File: src/rtl/fct_pkg.sv
package fct_pkg;
  localparam logic [2:0] ADDR_MODE = 3'd0;
  localparam logic [2:0] ADDR_CTRL = 3'd1;
  localparam logic [2:0] ADDR_CMPA = 3'd2;
  localparam logic [2:0] ADDR_CMPB = 3'd3;
  localparam logic [2:0] ADDR_CNT  = 3'd4;
  localparam logic [2:0] ADDR_FLG  = 3'd5;

  localparam logic [2:0] WGM_CTC = 3'b010;

  typedef enum logic [1:0] {
    PIN_OFF = 2'b00,
    PIN_TOG = 2'b01,
    PIN_CLR = 2'b10,
    PIN_SET = 2'b11
  } pin_act_e;
endpackage

File: src/rtl/fct_prescaler.sv
module fct_prescaler #(
  parameter int PRE_W = 10
) (
  input  logic       clk,
  input  logic       rst_n,
  input  logic [2:0] csel,
  output logic       tick
);
  logic [PRE_W-1:0] pre_q, pre_d;
  logic [PRE_W-1:0] mask;
  logic             run;

  always_comb begin
    pre_d = pre_q + 1'b1;
    run   = 1'b1;
    mask  = '0;
    case (csel)
      3'b001: mask = '0;
      3'b010: mask = PRE_W'((1 << 3) - 1);
      3'b011: mask = PRE_W'((1 << 6) - 1);
      3'b100: mask = PRE_W'((1 << 8) - 1);
      3'b101: mask = PRE_W'((1 << 10) - 1);
      default: run = 1'b0;
    endcase
    tick = run && ((pre_q & mask) == mask);
  end

  always_ff @(posedge clk or negedge rst_n) begin
    if (!rst_n) pre_q <= '0;
    else        pre_q <= pre_d;
  end

  // with divide-by-8 held, two ticks never come back to back
  a_r3_div8_spacing: assert property (@(posedge clk) disable iff (!rst_n)
    (tick && csel == 3'b010 && $past(csel) == 3'b010) |-> !$past(tick));
endmodule

File: src/rtl/fct_counter.sv
module fct_counter #(
  parameter int DW = 8
) (
  input  logic          clk,
  input  logic          rst_n,
  input  logic          tick,
  input  logic          ctc,
  input  logic [DW-1:0] cmp_a,
  input  logic [DW-1:0] cmp_b,
  input  logic          load,
  input  logic [DW-1:0] load_val,
  output logic [DW-1:0] cnt,
  output logic          hit_a,
  output logic          hit_b,
  output logic          wrap
);
  localparam logic [DW-1:0] CNT_MAX = '1;

  logic [DW-1:0] cnt_q, cnt_d;
  logic          live, restart;

  always_comb begin
    live    = tick && !load;
    hit_a   = live && (cnt_q == cmp_a);
    hit_b   = live && (cnt_q == cmp_b);
    restart = ctc && hit_a;
    wrap    = live && !restart && (cnt_q == CNT_MAX);
    cnt_d   = cnt_q;
    if (load)         cnt_d = load_val;
    else if (restart) cnt_d = '0;
    else if (tick)    cnt_d = cnt_q + 1'b1;
  end

  always_ff @(posedge clk or negedge rst_n) begin
    if (!rst_n) cnt_q <= '0;
    else        cnt_q <= cnt_d;
  end

  assign cnt = cnt_q;

  // a CTC match on channel A restarts the count at zero
  a_r5_ctc_restart: assert property (@(posedge clk) disable iff (!rst_n)
    (tick && ctc && !load && cnt_q == cmp_a) |=> (cnt_q == '0));
  // a wrap event lands on zero
  a_r4_wrap_zero: assert property (@(posedge clk) disable iff (!rst_n)
    wrap |=> (cnt_q == '0));
  // a counter write beats the tick
  a_r10_load_wins: assert property (@(posedge clk) disable iff (!rst_n)
    load |=> (cnt_q == $past(load_val)));
endmodule

File: src/rtl/fct_outpin.sv
module fct_outpin (
  input  logic       clk,
  input  logic       rst_n,
  input  logic [1:0] act_sel,
  input  logic       pwm,
  input  logic       hit,
  input  logic       force_hit,
  output logic       wave
);
  import fct_pkg::*;

  logic     pin_q, pin_d;
  pin_act_e act;
  logic     fire;

  always_comb begin
    act   = pin_act_e'(act_sel);
    fire  = !pwm && (hit || force_hit);
    pin_d = pin_q;
    if (fire) begin
      case (act)
        PIN_TOG: pin_d = ~pin_q;
        PIN_CLR: pin_d = 1'b0;
        PIN_SET: pin_d = 1'b1;
        default: pin_d = pin_q;
      endcase
    end
  end

  always_ff @(posedge clk or negedge rst_n) begin
    if (!rst_n) pin_q <= 1'b0;
    else        pin_q <= pin_d;
  end

  assign wave = (act != PIN_OFF) && pin_q;

  // in PWM modes the pin state is frozen
  a_r9_pwm_hold: assert property (@(posedge clk) disable iff (!rst_n)
    pwm |=> $stable(pin_q));
  // a disconnected channel keeps its pin state
  a_r7_off_hold: assert property (@(posedge clk) disable iff (!rst_n)
    (act_sel == 2'b00) |=> $stable(pin_q));
endmodule

File: src/rtl/fc_timer8.sv
module fc_timer8 #(
  parameter int DW    = 8,
  parameter int PRE_W = 10
) (
  input  logic          clk,
  input  logic          rst_n,
  input  logic          wr_en,
  input  logic [2:0]    wr_addr,
  input  logic [DW-1:0] wr_data,
  input  logic [2:0]    rd_addr,
  output logic [DW-1:0] rd_data,
  output logic          wave_a,
  output logic          wave_b,
  output logic          irq_ovf,
  output logic          irq_cmp_a,
  output logic          irq_cmp_b
);
  import fct_pkg::*;

  localparam int NCH = 2;

  logic [1:0]    rst_pipe;
  logic          rst_n_s;
  logic [DW-1:0] mode_q, mode_d;
  logic [3:0]    ctrl_q, ctrl_d;
  logic [DW-1:0] cmp_q [NCH];
  logic [DW-1:0] cmp_d [NCH];
  logic [2:0]    flg_q, flg_d;
  logic [2:0]    flg_clr;
  logic          wr_mode, wr_ctrl, wr_cnt, wr_flg;
  logic [2:0]    wgm;
  logic          ctc, pwm, tick, wrap;
  logic [DW-1:0] cnt;
  logic [NCH-1:0] hit, frc, wave;
  logic [1:0]    act_sel [NCH];

  always_ff @(posedge clk or negedge rst_n) begin
    if (!rst_n) rst_pipe <= '0;
    else        rst_pipe <= {rst_pipe[0], 1'b1};
  end
  assign rst_n_s = rst_pipe[1];

  always_comb begin
    wr_mode = wr_en && (wr_addr == ADDR_MODE);
    wr_ctrl = wr_en && (wr_addr == ADDR_CTRL);
    wr_cnt  = wr_en && (wr_addr == ADDR_CNT);
    wr_flg  = wr_en && (wr_addr == ADDR_FLG);
    wgm     = {ctrl_q[3], mode_q[1:0]};
    ctc     = (wgm == WGM_CTC);
    pwm     = wgm[0];
    frc[0]  = wr_ctrl && wr_data[7];
    frc[1]  = wr_ctrl && wr_data[6];
    act_sel[0] = mode_q[7:6];
    act_sel[1] = mode_q[5:4];
    mode_d  = wr_mode ? wr_data : mode_q;
    ctrl_d  = wr_ctrl ? wr_data[3:0] : ctrl_q;
    cmp_d[0] = (wr_en && wr_addr == ADDR_CMPA) ? wr_data : cmp_q[0];
    cmp_d[1] = (wr_en && wr_addr == ADDR_CMPB) ? wr_data : cmp_q[1];
    flg_clr = wr_flg ? wr_data[2:0] : 3'b000;
    flg_d   = (flg_q & ~flg_clr) | {hit[1], hit[0], wrap};
  end

  always_ff @(posedge clk or negedge rst_n_s) begin
    if (!rst_n_s) begin
      mode_q <= '0;
      ctrl_q <= '0;
      flg_q  <= '0;
      for (int i = 0; i < NCH; i++) cmp_q[i] <= '0;
    end else begin
      mode_q <= mode_d;
      ctrl_q <= ctrl_d;
      flg_q  <= flg_d;
      for (int i = 0; i < NCH; i++) cmp_q[i] <= cmp_d[i];
    end
  end

  fct_prescaler #(.PRE_W(PRE_W)) u_pre (
    .clk(clk), .rst_n(rst_n_s), .csel(ctrl_q[2:0]), .tick(tick)
  );

  fct_counter #(.DW(DW)) u_cnt (
    .clk(clk), .rst_n(rst_n_s), .tick(tick), .ctc(ctc),
    .cmp_a(cmp_q[0]), .cmp_b(cmp_q[1]),
    .load(wr_cnt), .load_val(wr_data),
    .cnt(cnt), .hit_a(hit[0]), .hit_b(hit[1]), .wrap(wrap)
  );

  for (genvar c = 0; c < NCH; c++) begin : g_ch
    fct_outpin u_pin (
      .clk(clk), .rst_n(rst_n_s), .act_sel(act_sel[c]), .pwm(pwm),
      .hit(hit[c]), .force_hit(frc[c]), .wave(wave[c])
    );
  end

  always_comb begin
    case (rd_addr)
      ADDR_MODE: rd_data = mode_q;
      ADDR_CTRL: rd_data = {{(DW-4){1'b0}}, ctrl_q};
      ADDR_CMPA: rd_data = cmp_q[0];
      ADDR_CMPB: rd_data = cmp_q[1];
      ADDR_CNT:  rd_data = cnt;
      ADDR_FLG:  rd_data = {{(DW-3){1'b0}}, flg_q};
      default:   rd_data = '0;
    endcase
  end

  assign wave_a    = wave[0];
  assign wave_b    = wave[1];
  assign irq_ovf   = flg_q[0];
  assign irq_cmp_a = flg_q[1];
  assign irq_cmp_b = flg_q[2];

  // strobe and reserved positions never read back
  a_r2_ctrl_upper_zero: assert property (@(posedge clk) disable iff (!rst_n_s)
    (rd_addr == ADDR_CTRL) |-> (rd_data[7:4] == 4'b0000));
  // a forced compare alone leaves flag A untouched
  a_r8_force_no_flag: assert property (@(posedge clk) disable iff (!rst_n_s)
    (frc[0] && !hit[0]) |=> (irq_cmp_a == $past(irq_cmp_a)));
  // a genuine channel B match leaves its flag raised
  a_r6_flag_b_set: assert property (@(posedge clk) disable iff (!rst_n_s)
    hit[1] |=> irq_cmp_b);
  // a wrap raises the overflow flag
  a_r4_ovf_set: assert property (@(posedge clk) disable iff (!rst_n_s)
    wrap |=> irq_ovf);
endmodule

File: config.mk
export PLATFORM = sky130hd
export DESIGN_NAME = fc_timer8
export DESIGN_NICKNAME = d
export VERILOG_FILES = /design/src/rtl/fct_pkg.sv /design/src/rtl/fct_prescaler.sv /design/src/rtl/fct_counter.sv /design/src/rtl/fct_outpin.sv /design/src/rtl/fc_timer8.sv
export SDC_FILE = /design/constraint.sdc
export NUM_CORES = 1
export LEC_CHECK = 0
export ABC_CLOCK_PERIOD_IN_PS = 1900
export BUFFER_PORTS_ARGS = -buffer_cell sky130_fd_sc_hd__buf_4
export CAP_MARGIN = 25
export CORE_AREA = 3 3 76 78
export DETAILED_ROUTE_END_ITERATION = 16
export DIE_AREA = 0 0 79 81
export HOLD_SLACK_MARGIN = 0.12
export PLACE_DENSITY = 0.78
export SYNTH_ARGS = -nofsm -noshare
export SYNTH_HDL_FRONTEND = slang
export SYNTH_HIERARCHICAL = 1
export SYNTH_SLANG_ARGS = --single-unit
File: constraint.sdc
create_clock -name clk -period 1.9 [get_ports clk]
set_input_delay 0 -clock clk [delete_from_list [all_inputs] [get_ports clk]]
set_output_delay 0 -clock clk [all_outputs]
set_load 0.01 [all_outputs]
==> results of run 1 <==
what timing repair did:
action	in CTS	in global routing
setup buffers	2	2
gates resized for setup	3	3
hold endpoints to repair	41	0
hold buffers	10	0
pin swaps	10	8
setup endpoints to repair	11	12
cells by family (layout without fill, tap and decap cells):
kind of cell	count (synthesis)	count (layout)
muxes	39	39
other	1	1
DFF	53	53
adders and majority gates	2	2
AOI/OAI and AO/OA	44	44
xor gates and xnor gates	24	24
and+or+nand+nor	93	93
buffers and inverters	19	74
placed cells by master, fill, tap and decap left out, drive strengths merged, types with 3 or more instances in the layout:
cell / instances
nand2: 20
a22o: 3
mux2: 34
nand3: 12
a21oi: 8
and3: 7
nor3: 5
a21o: 3
nor2: 7
xnor2: 14
xor2: 10
inv: 5
mux2i: 3
dfrtp: 53
dlygate4sd3: 10
nor2b: 8
buf: 51
nor4: 4
and2: 3
clkbuf: 7
nor3b: 8
o21ai: 10
nand4: 6
a22oi: 4
flip-flops by register name (all words and copies together) (netlist names):
name	cells
flg_q	3
cmp_q	16
u_cnt/cnt	8
mode_q	8
ctrl_q	4
u_pre/pre_q	10
g_ch.u_pin/pin_q	2
rst_pipe	2
synth_stat cells, drive strengths merged, types with 2 or more instances:
library cell	instances
dfrtp	53
mux2	34
nand2	20
xnor2	14
nand3	12
buf	10
o21ai	10
xor2	10
a21oi	8
nor2b	8
nor3b	8
and3	7
nor2	7
nand4	6
inv	5
nor3	5
a22oi	4
clkbuf	4
nor4	4
a21o	3
a22o	3
and2	3
mux2i	3
a31oi	2
and3b	2
and4bb	2
ha	2
mux4	2
nor4b	2
nor4bb	2
o21bai	2
o22ai	2
o311ai	2
power groups by stage:
stage / Clock, mW / Combinational [mW] / Sequential, mW
after global placement: 0 / 1.20 / 1.67
after detailed placement: 0 / 1.25 / 1.68
after floorplan: 0 / 0.980 / 1.55
after CTS: 0.701 / 1.30 / 1.66
final: 0.688 / 1.33 / 1.67
after global routing: 0.748 / 1.45 / 1.71
routing by layer:
layer / wire length, um / GRT usage / share of wire
met1: 3100 / 0.331 / 0.42
met2: 3670 / 0.413 / 0.50
met4: 163 / 0.0876 / 0.022
met5: 0 / 0 / 0
met3: 472 / 0.0443 / 0.064
worst paths after layout:
kind | start | to | cells past startpoint
worst min register to register | rst_pipe[1]$_DFF_PN0_ | ctrl_q[1]$_DFFE_PN0P_ | 1
worst max register to register | u_pre/pre_q[9]$_DFF_PN0_ | flg_q[0]$_DFF_PN0_ | 9
worst max-delay path | u_pre/pre_q[9]$_DFF_PN0_ | flg_q[0]$_DFF_PN0_ | 9
worst min-delay path | wr_addr[2] | mode_q[4]$_DFFE_PN0P_ | 3
min in group asynchronous | rst_pipe[1]$_DFF_PN0_ | ctrl_q[1]$_DFFE_PN0P_ | 1
max in group asynchronous | rst_n | rst_pipe[1]$_DFF_PN0_ | 3
cell type report:
class                           instances  area [um2]
Fill cell                             384        1460
Clock inverter                          1        5.00
Clock buffer                            7        96.3
Tap cell                               70        87.6
Sequential cell                        53        1330
Timing Repair Buffer                   61         512
Multi-Input combinational cell        203        1640
Inverter                                5        18.8
critical path: cells and delay by family, from the launching register on:
family / cells / cell delay [ns]
AOI/OAI and AO/OA: 3 / 0.78
DFF: 1 / 0.40
and+or+nand+nor: 6 / 0.82
metrics by stage:
| stage | power, mW | std cells | TNS [ns] |
|---|---|---|---|
| 4_1_cts | 3.66 | 398 | -0.516 |
| 3_3_place_gp | 2.87 | 378 | -0.410 |
| 6_report | 3.69 | 400 | -1.76 |
| 5_1_grt | 3.91 | 400 | -2.94 |
| 2_1_floorplan | 2.53 | 275 | -0.00309 |
| 3_5_place_dp | 2.93 | 378 | -0.774 |
==> summary by stage, run 1 <==
Clock tree
Clock tree synthesis selected as its root buffer the cell clkbuf_8. Counting every sink on the clock net gives 53. The clock-pin slew on the worst setup and hold paths is 0.10 ns. The number of buffers on the longest clock path is 2. The clock latency reported for the late side of the worst-skew pair is around 0.30 ns. The H-tree depth is 2.

In this run, CTS created clock tree buffers numbering 5. TritonCTS built the clock tree.

Global routing
The pin count of the biggest net entering global routing is 52. The final global-route overflow total is 0. The first global-routing pass estimated ~12000 um of wire. The via count of the first global-routing pass is between 2000 and 2500. The initial antenna violation count is 0. For this run, the total global-route usage over all layers was measured as 0.249.

Synthesis
Of the total synthesized cell area, the portion taken by XOR and XNOR cells is 0.0699. The part of the Yosys area used for sequential elements is 0.441. The synthesized design contains 53 register bits.

The number of nets in the synthesized netlist is a little under 300. The share of synthesized area in the top cell type comes to 0.441. In this run, distinct cell masters in the synthesized netlist total between 50 and 60. The post-synthesis compound-gate area fraction is 0.101.

The prevailing post-synth register cell is dfrtp_1. In the synthesized netlist the async set-or-reset flop fraction comes to 1.00. The cell count after synthesis came out at roughly 280. By area, the combinational part of the netlist is dominated by simple AND/OR/NAND/NOR gates.

Each instance of the synthesized netlist takes up on average between 10 and 15 um2. The fraction of the mapped netlist area in adder cells is 0.00832. The simple-gate portion of the synthesized area is 0.193. The total standard cell area after synthesis is between 3000 and 4000 um2. The multiplexer share of the synthesized area is 0.152.

Sorting the synthesized cells by area gives the leading types as dfrtp_1 (44%), mux2_2 (13%), xnor2_1 (4.1%). Counting flops with a built-in enable in the synthesized netlist gives 0. Yosys printed 6 warnings. The cell type contributing the most total cell area after synthesis is dfrtp_1.

Place
At the end of routability-driven placement, the weighted congestion stood at around 0.91. The number of input and output port buffers inserted is 29. The HPWL after detailed placement is ~5300 um. The post-placement worst setup slack is -0.170 ns.

In this run the cell area measured after placement is roughly 3400 um2.

Job
Across the run, the number of max-cap violations was 0.

Setup path
In this design, the stage delay of the slowest critical-path cell is 0.40 ns. The critical-path maximum fanout is 4. For this design, the slowest cell found on the critical path is dfrtp_1. Data on the critical path arrives at its endpoint at about 2.3 ns. The critical path goes through nand2_1 > a2111oi_4 > o221a_2 > nand2b_4 > nor4_4 > nand4_1 > nand2_1 > nor4_1 > a21o_1. The required time of the worst setup path is 2.10 ns.

The minimum setup slack among reg-to-reg paths is -0.20 ns. The most repeated library cell on the critical path is nand2_1. The startpoint type of the worst setup path is a register. The worst setup path is captured at a register. The setup path with the least slack is of type register to register.

Floorplan
The floorplan row count is 26. In this run the vertical extent of the chip is between 80 and 90 um. The effective utilization at floorplan is 0.585. The floorplan die area is approximately 6400 um2.

The core region is between 5000 and 6000 um2. The number of primary I/O pins is 30. The x dimension of the die is slightly below 80 um.

STA
Setup repair after global routing could not meet its margin everywhere. After layout, the worst setup slack is -0.200 ns. The maximum clock frequency is between 400 and 500 MHz. The count of final setup violators is 11. The final number of max-transition violations was 0.

The hold violation count in the final report is 0. The setup skew after layout is ~0.008 ns. For the pin with the worst max-slew slack, the measured transition is 0.700 ns. The shortest clock period the worst path allows after layout is about 2.1 ns. The post-route fraction of the period consumed by the critical path is 1.11. The tightest slew margin relative to the limit is 0.531. Hold is met by between 0.15 and 0.2 ns.

Final layout
After the last flow step, the layout net total stands at between 300 and 400. The synthesis-to-finish area growth is 22.5%. The antenna cell count is 0. The share of post-route cells with drive strength above 1 is 0.333. Summing all non-filler instances in the final layout gives an area of 3680 um2. At the end of the flow the core is filled with cells to 0.716.

Detailed routing
The detail route stage leaves a number of antenna-violating nets equal to 0. The detailed-route vias per instance is roughly 6.1. The mean routed wirelength per cell is 18.5 um.

The post-detailed-routing wire length is roughly 7400 um. Before antenna repair, the detailed router went through 4 iterations. The post-route DRC violation count is 0. The total via count in the routed design is 2436. The first routing iteration left 241 violations.

Run status
The run finished, with violations left. The final reports fail on setup timing.

Power
The switching power is ~1.3 mW. IR analysis of the VDD net gives a maximum drop of about 710 uV. The logic gate share of total power is 0.360. For this design the ratio of total power to cell area is roughly 1000 nW/um2. The fraction of power spent switching nets is 0.354. The internal power of the cells totals 2.38 mW. The clock network power share is 0.187. The relative contribution of sequential cells to total power is 0.453.

The total leakage power is 1.62 nW.

Hold path
The type of the most critical hold path is input pin to register.
Note: power is estimated with default switching activity, not from simulation.
==> inputs of run 2 (changes only) <==
--- a/config.mk
+++ b/config.mk
@@ -6,13 +6,14 @@
 export NUM_CORES = 1
 export LEC_CHECK = 0
 export ABC_CLOCK_PERIOD_IN_PS = 1900
-export BUFFER_PORTS_ARGS = -buffer_cell sky130_fd_sc_hd__buf_4
+export BUFFER_PORTS_ARGS = -buffer_cell sky130_fd_sc_hd__buf_2
 export CAP_MARGIN = 25
 export CORE_AREA = 3 3 76 78
 export DETAILED_ROUTE_END_ITERATION = 16
 export DIE_AREA = 0 0 79 81
 export HOLD_SLACK_MARGIN = 0.12
 export PLACE_DENSITY = 0.78
+export REMOVE_ABC_BUFFERS = 1
 export SYNTH_ARGS = -nofsm -noshare
 export SYNTH_HDL_FRONTEND = slang
 export SYNTH_HIERARCHICAL = 1
==> summary by stage, run 2 (synthesized netlist as in run 1, its figures left out) <==
Final layout
The register name with the most flops is cmp_q. The number of flip-flops under the largest register name is 16 (unchanged). The area taken by multi-input logic gates is 1660 um2 (+1.5%). The antenna cell count is 0 (unchanged). The count of fill cells added during filler insertion is 374 (-2.6%). Leaving out fill and tap cells, the most frequent cell in the layout is dfrtp_1. The total area of sequential cells is 1330 um2 (about the same). The synthesis-to-finish area growth is 19.8%.

The share of post-route cells with drive strength above 1 is 0.356 (+0.0232). The top cell types in the final layout, fill and taps aside, are dfrtp_1 (51), mux2_2 (34), buf_2 (29). The cell area after layout came to 3600 um2 (-2.2%). The net total in the final layout is 349 (+0.29%). The largest registers in the layout are cmp_q (16), u_pre/pre_q (10). The utilization after layout came to 0.701 (-0.0156).

Power
The logic gate share of total power is 0.360 (about the same). The clock network power share is 0.182 (-0.005). The total leakage power is 1.59 nW (-2.4%). The switching power is 1.35 mW (+3.5%). The internal portion of total power is 2.27 mW (-4.6%). The ratio of total power to cell area was 1010 nW/um2 (+0.45%). The relative contribution of sequential cells to total power came to 0.458 (+0.005). The fraction of power spent switching nets is 0.373 (+0.0188). The peak supply drop is 670 uV (-5.4%).

STA
The shortest clock period the worst path allows after layout is 2.01 ns (-0.0864 ns). Setup repair after global routing could not meet its margin everywhere. The setup skew after layout is 0.0138 ns (+0.00587 ns). The maximum clock frequency is 497 MHz (+4.3%). The tightest slew margin relative to the limit came to 0.553 (+0.0221). The measured slew at the worst slew-check pin is 0.667 ns (-0.0330 ns).

The count of final setup violators was 11 (unchanged). The setup total negative slack is -0.554 ns (+1.20 ns). The final number of max-transition violations came to 0 (unchanged). The hold violation count in the final report is 0 (unchanged).

The post-route fraction of the period consumed by the critical path is 1.06 (-0.0455). The worst hold-check slack is 0.180 ns (+0.0226 ns). The worst-case setup margin in the final layout is -0.114 ns (+0.0864 ns).

Setup path
The minimum setup slack among reg-to-reg paths is -0.11 ns (+0.09 ns). The required time of the worst setup path is 2.10 ns (about the same). The depth of the most critical reg-to-reg path is 8 (-1).

The critical-path maximum fanout is 4 (unchanged). The kind of capture point of the worst setup path is a register. The worst register-to-register path begins at u_pre/pre_q[9]$_DFF_PN0_.

The startpoint type of the worst setup path is a register. The most critical setup path has its endpoint at u_cnt/cnt[1]$_DFFE_PN0P_. The arrival time of data at the critical path endpoint came to 2.21 ns (-0.09 ns). The worst reg2reg path endpoint is u_cnt/cnt[1]$_DFFE_PN0P_. The kind of critical path is register to register. The first element of the critical path is u_pre/pre_q[9]$_DFF_PN0_.

Global routing
The global-route wire length before repair came to 11600 um (-4.4%). The via count of the first global-routing pass was 2202 (-8.3%). The pin count of the biggest net entering global routing is 52 (unchanged).

The global-route total usage across every layer is 0.238 (-0.0112). The final global-route overflow total came to 0 (unchanged). The initial antenna violation count is 0 (unchanged).

Run status
The final reports fail on setup timing. The run finished, with violations left.

Floorplan
The floorplan die area is 6400 um2 (unchanged). The area of the core is 5140 um2 (unchanged). The number of primary I/O pins came to 30 (unchanged).

The effective utilization at floorplan is 0.585 (unchanged). The die height is 81 um (unchanged). The floorplan row count was 26 (unchanged). The x dimension of the die came to 79 um (unchanged).

Place
The post-place instance area is 3310 um2 (-2.9%). The global placement routability congestion came to 0.926 (+1.4%). The estimated wirelength of the detail-placed design is 4930 um (-6.6%). The number of input and output port buffers inserted is 29 (unchanged).

Clock tree
The TritonCTS sink count is 53 (unchanged). The number of buffers added by the clock tree synthesis step came to 5 (unchanged). The clock latency reported for the late side of the worst-skew pair came to 0.32 ns (+0.02 ns).

The cell sitting at the root of the clock tree is a clkbuf_8. The H-tree depth came to 2 (unchanged). The clock-pin slew on the worst setup and hold paths is 0.11 ns (about the same). TritonCTS built the clock tree. The number of buffers on the longest clock path is 2 (unchanged).

Detailed routing
The antenna violation net count after detailed routing is 0 (unchanged). The post-detailed-routing wire length came to 7130 um (-3.7%). The post-route DRC violation count is 0 (unchanged).

The mean routed wirelength per cell was 17.8 um (-3.9%). The detailed-route vias per instance is 5.93 (-2.6%). The number of iterations in the first detailed-routing pass was 4 (unchanged). The total via count in the routed design is 2378 (-2.4%).

The violation count after the first detailed-routing iteration came to 214 (-11%).

Job
The max-capacitance violation count was 0 (unchanged).

Hold path
The min-delay analysis places its worst path in the category input pin to register.
run 2: power groups by stage:
stage / combinational [mW] / sequential (mW) / clock (mW)
after floorplan: 0.831 / 1.61 / 0
after global placement: 1.15 / 1.66 / 0
after detailed placement: 1.18 / 1.67 / 0
after CTS: 1.26 / 1.65 / 0.674
after global routing: 1.41 / 1.70 / 0.713
final: 1.30 / 1.66 / 0.661
run 2: final cells by class:
| type | count | area share |
|---|---|---|
| Sequential cell | 53 | 0.369 |
| Timing Repair Buffer | 62 | 0.116 |
| Multi-Input combinational cell | 203 | 0.461 |
| Inverter | 5 | 0.00521 |
| Tap cell | 70 | 0.0243 |
| Clock inverter | 3 | 0.00590 |
| Clock buffer | 5 | 0.0191 |
run 2: metal layers:
metal  global-route usage  vias up  wire [um]
met4               0.0790        0        162
met2                0.372       91       3310
met1                0.338     1149       3170
li1                     -     1121          -
met5                    0        -          0
met3               0.0421       17        485
run 2: timing repair:
action / in CTS / in global routing
setup buffers: 2 / 2
pin swaps: 10 / 10
hold endpoints to repair: 41 / 0
endpoints found under the setup margin: 13 / 13
hold buffers: 10 / 0
gates resized for setup: 9 / 7
run 2: worst min path at each step:
| stage | depth (start not counted) | slack, ns | from | end |
|---|---|---|---|---|
| 2_1_floorplan | 0 | -0.30 | rst_n | rst_pipe[0]$_DFF_PN0_ |
| 3_3_place_gp | 1 | -0.22 | rst_n | rst_pipe[0]$_DFF_PN0_ |
| 3_5_place_dp | 1 | -0.21 | rst_n | rst_pipe[0]$_DFF_PN0_ |
| 4_1_cts | 3 | 0.18 | wr_addr[2] | mode_q[0]$_DFFE_PN0P_ |
| 5_1_grt | 3 | 0.18 | wr_addr[2] | mode_q[1]$_DFFE_PN0P_ |
| 6_report | 3 | 0.18 | wr_addr[2] | mode_q[1]$_DFFE_PN0P_ |
run 2: through the flow:
stage / std cells / worst slack [ns] / power (mW)
3_3_place_gp: 379 / -0.188 / 2.81
5_1_grt: 401 / -0.195 / 3.82
3_5_place_dp: 379 / -0.285 / 2.85
2_1_floorplan: 261 / -0.349 / 2.44
6_report: 401 / -0.114 / 3.62
4_1_cts: 399 / -0.0986 / 3.58
run 2: worst max-delay path, cell delays in order, from the launching register on:
cell	delay, ns
dfrtp_1	0.39
nand2_2	0.08
a2111oi_4	0.34
o221a_2	0.29
nand2b_4	0.07
nor4_4	0.17
nand4_1	0.22
a31oi_1	0.25
o21ai_1	0.10
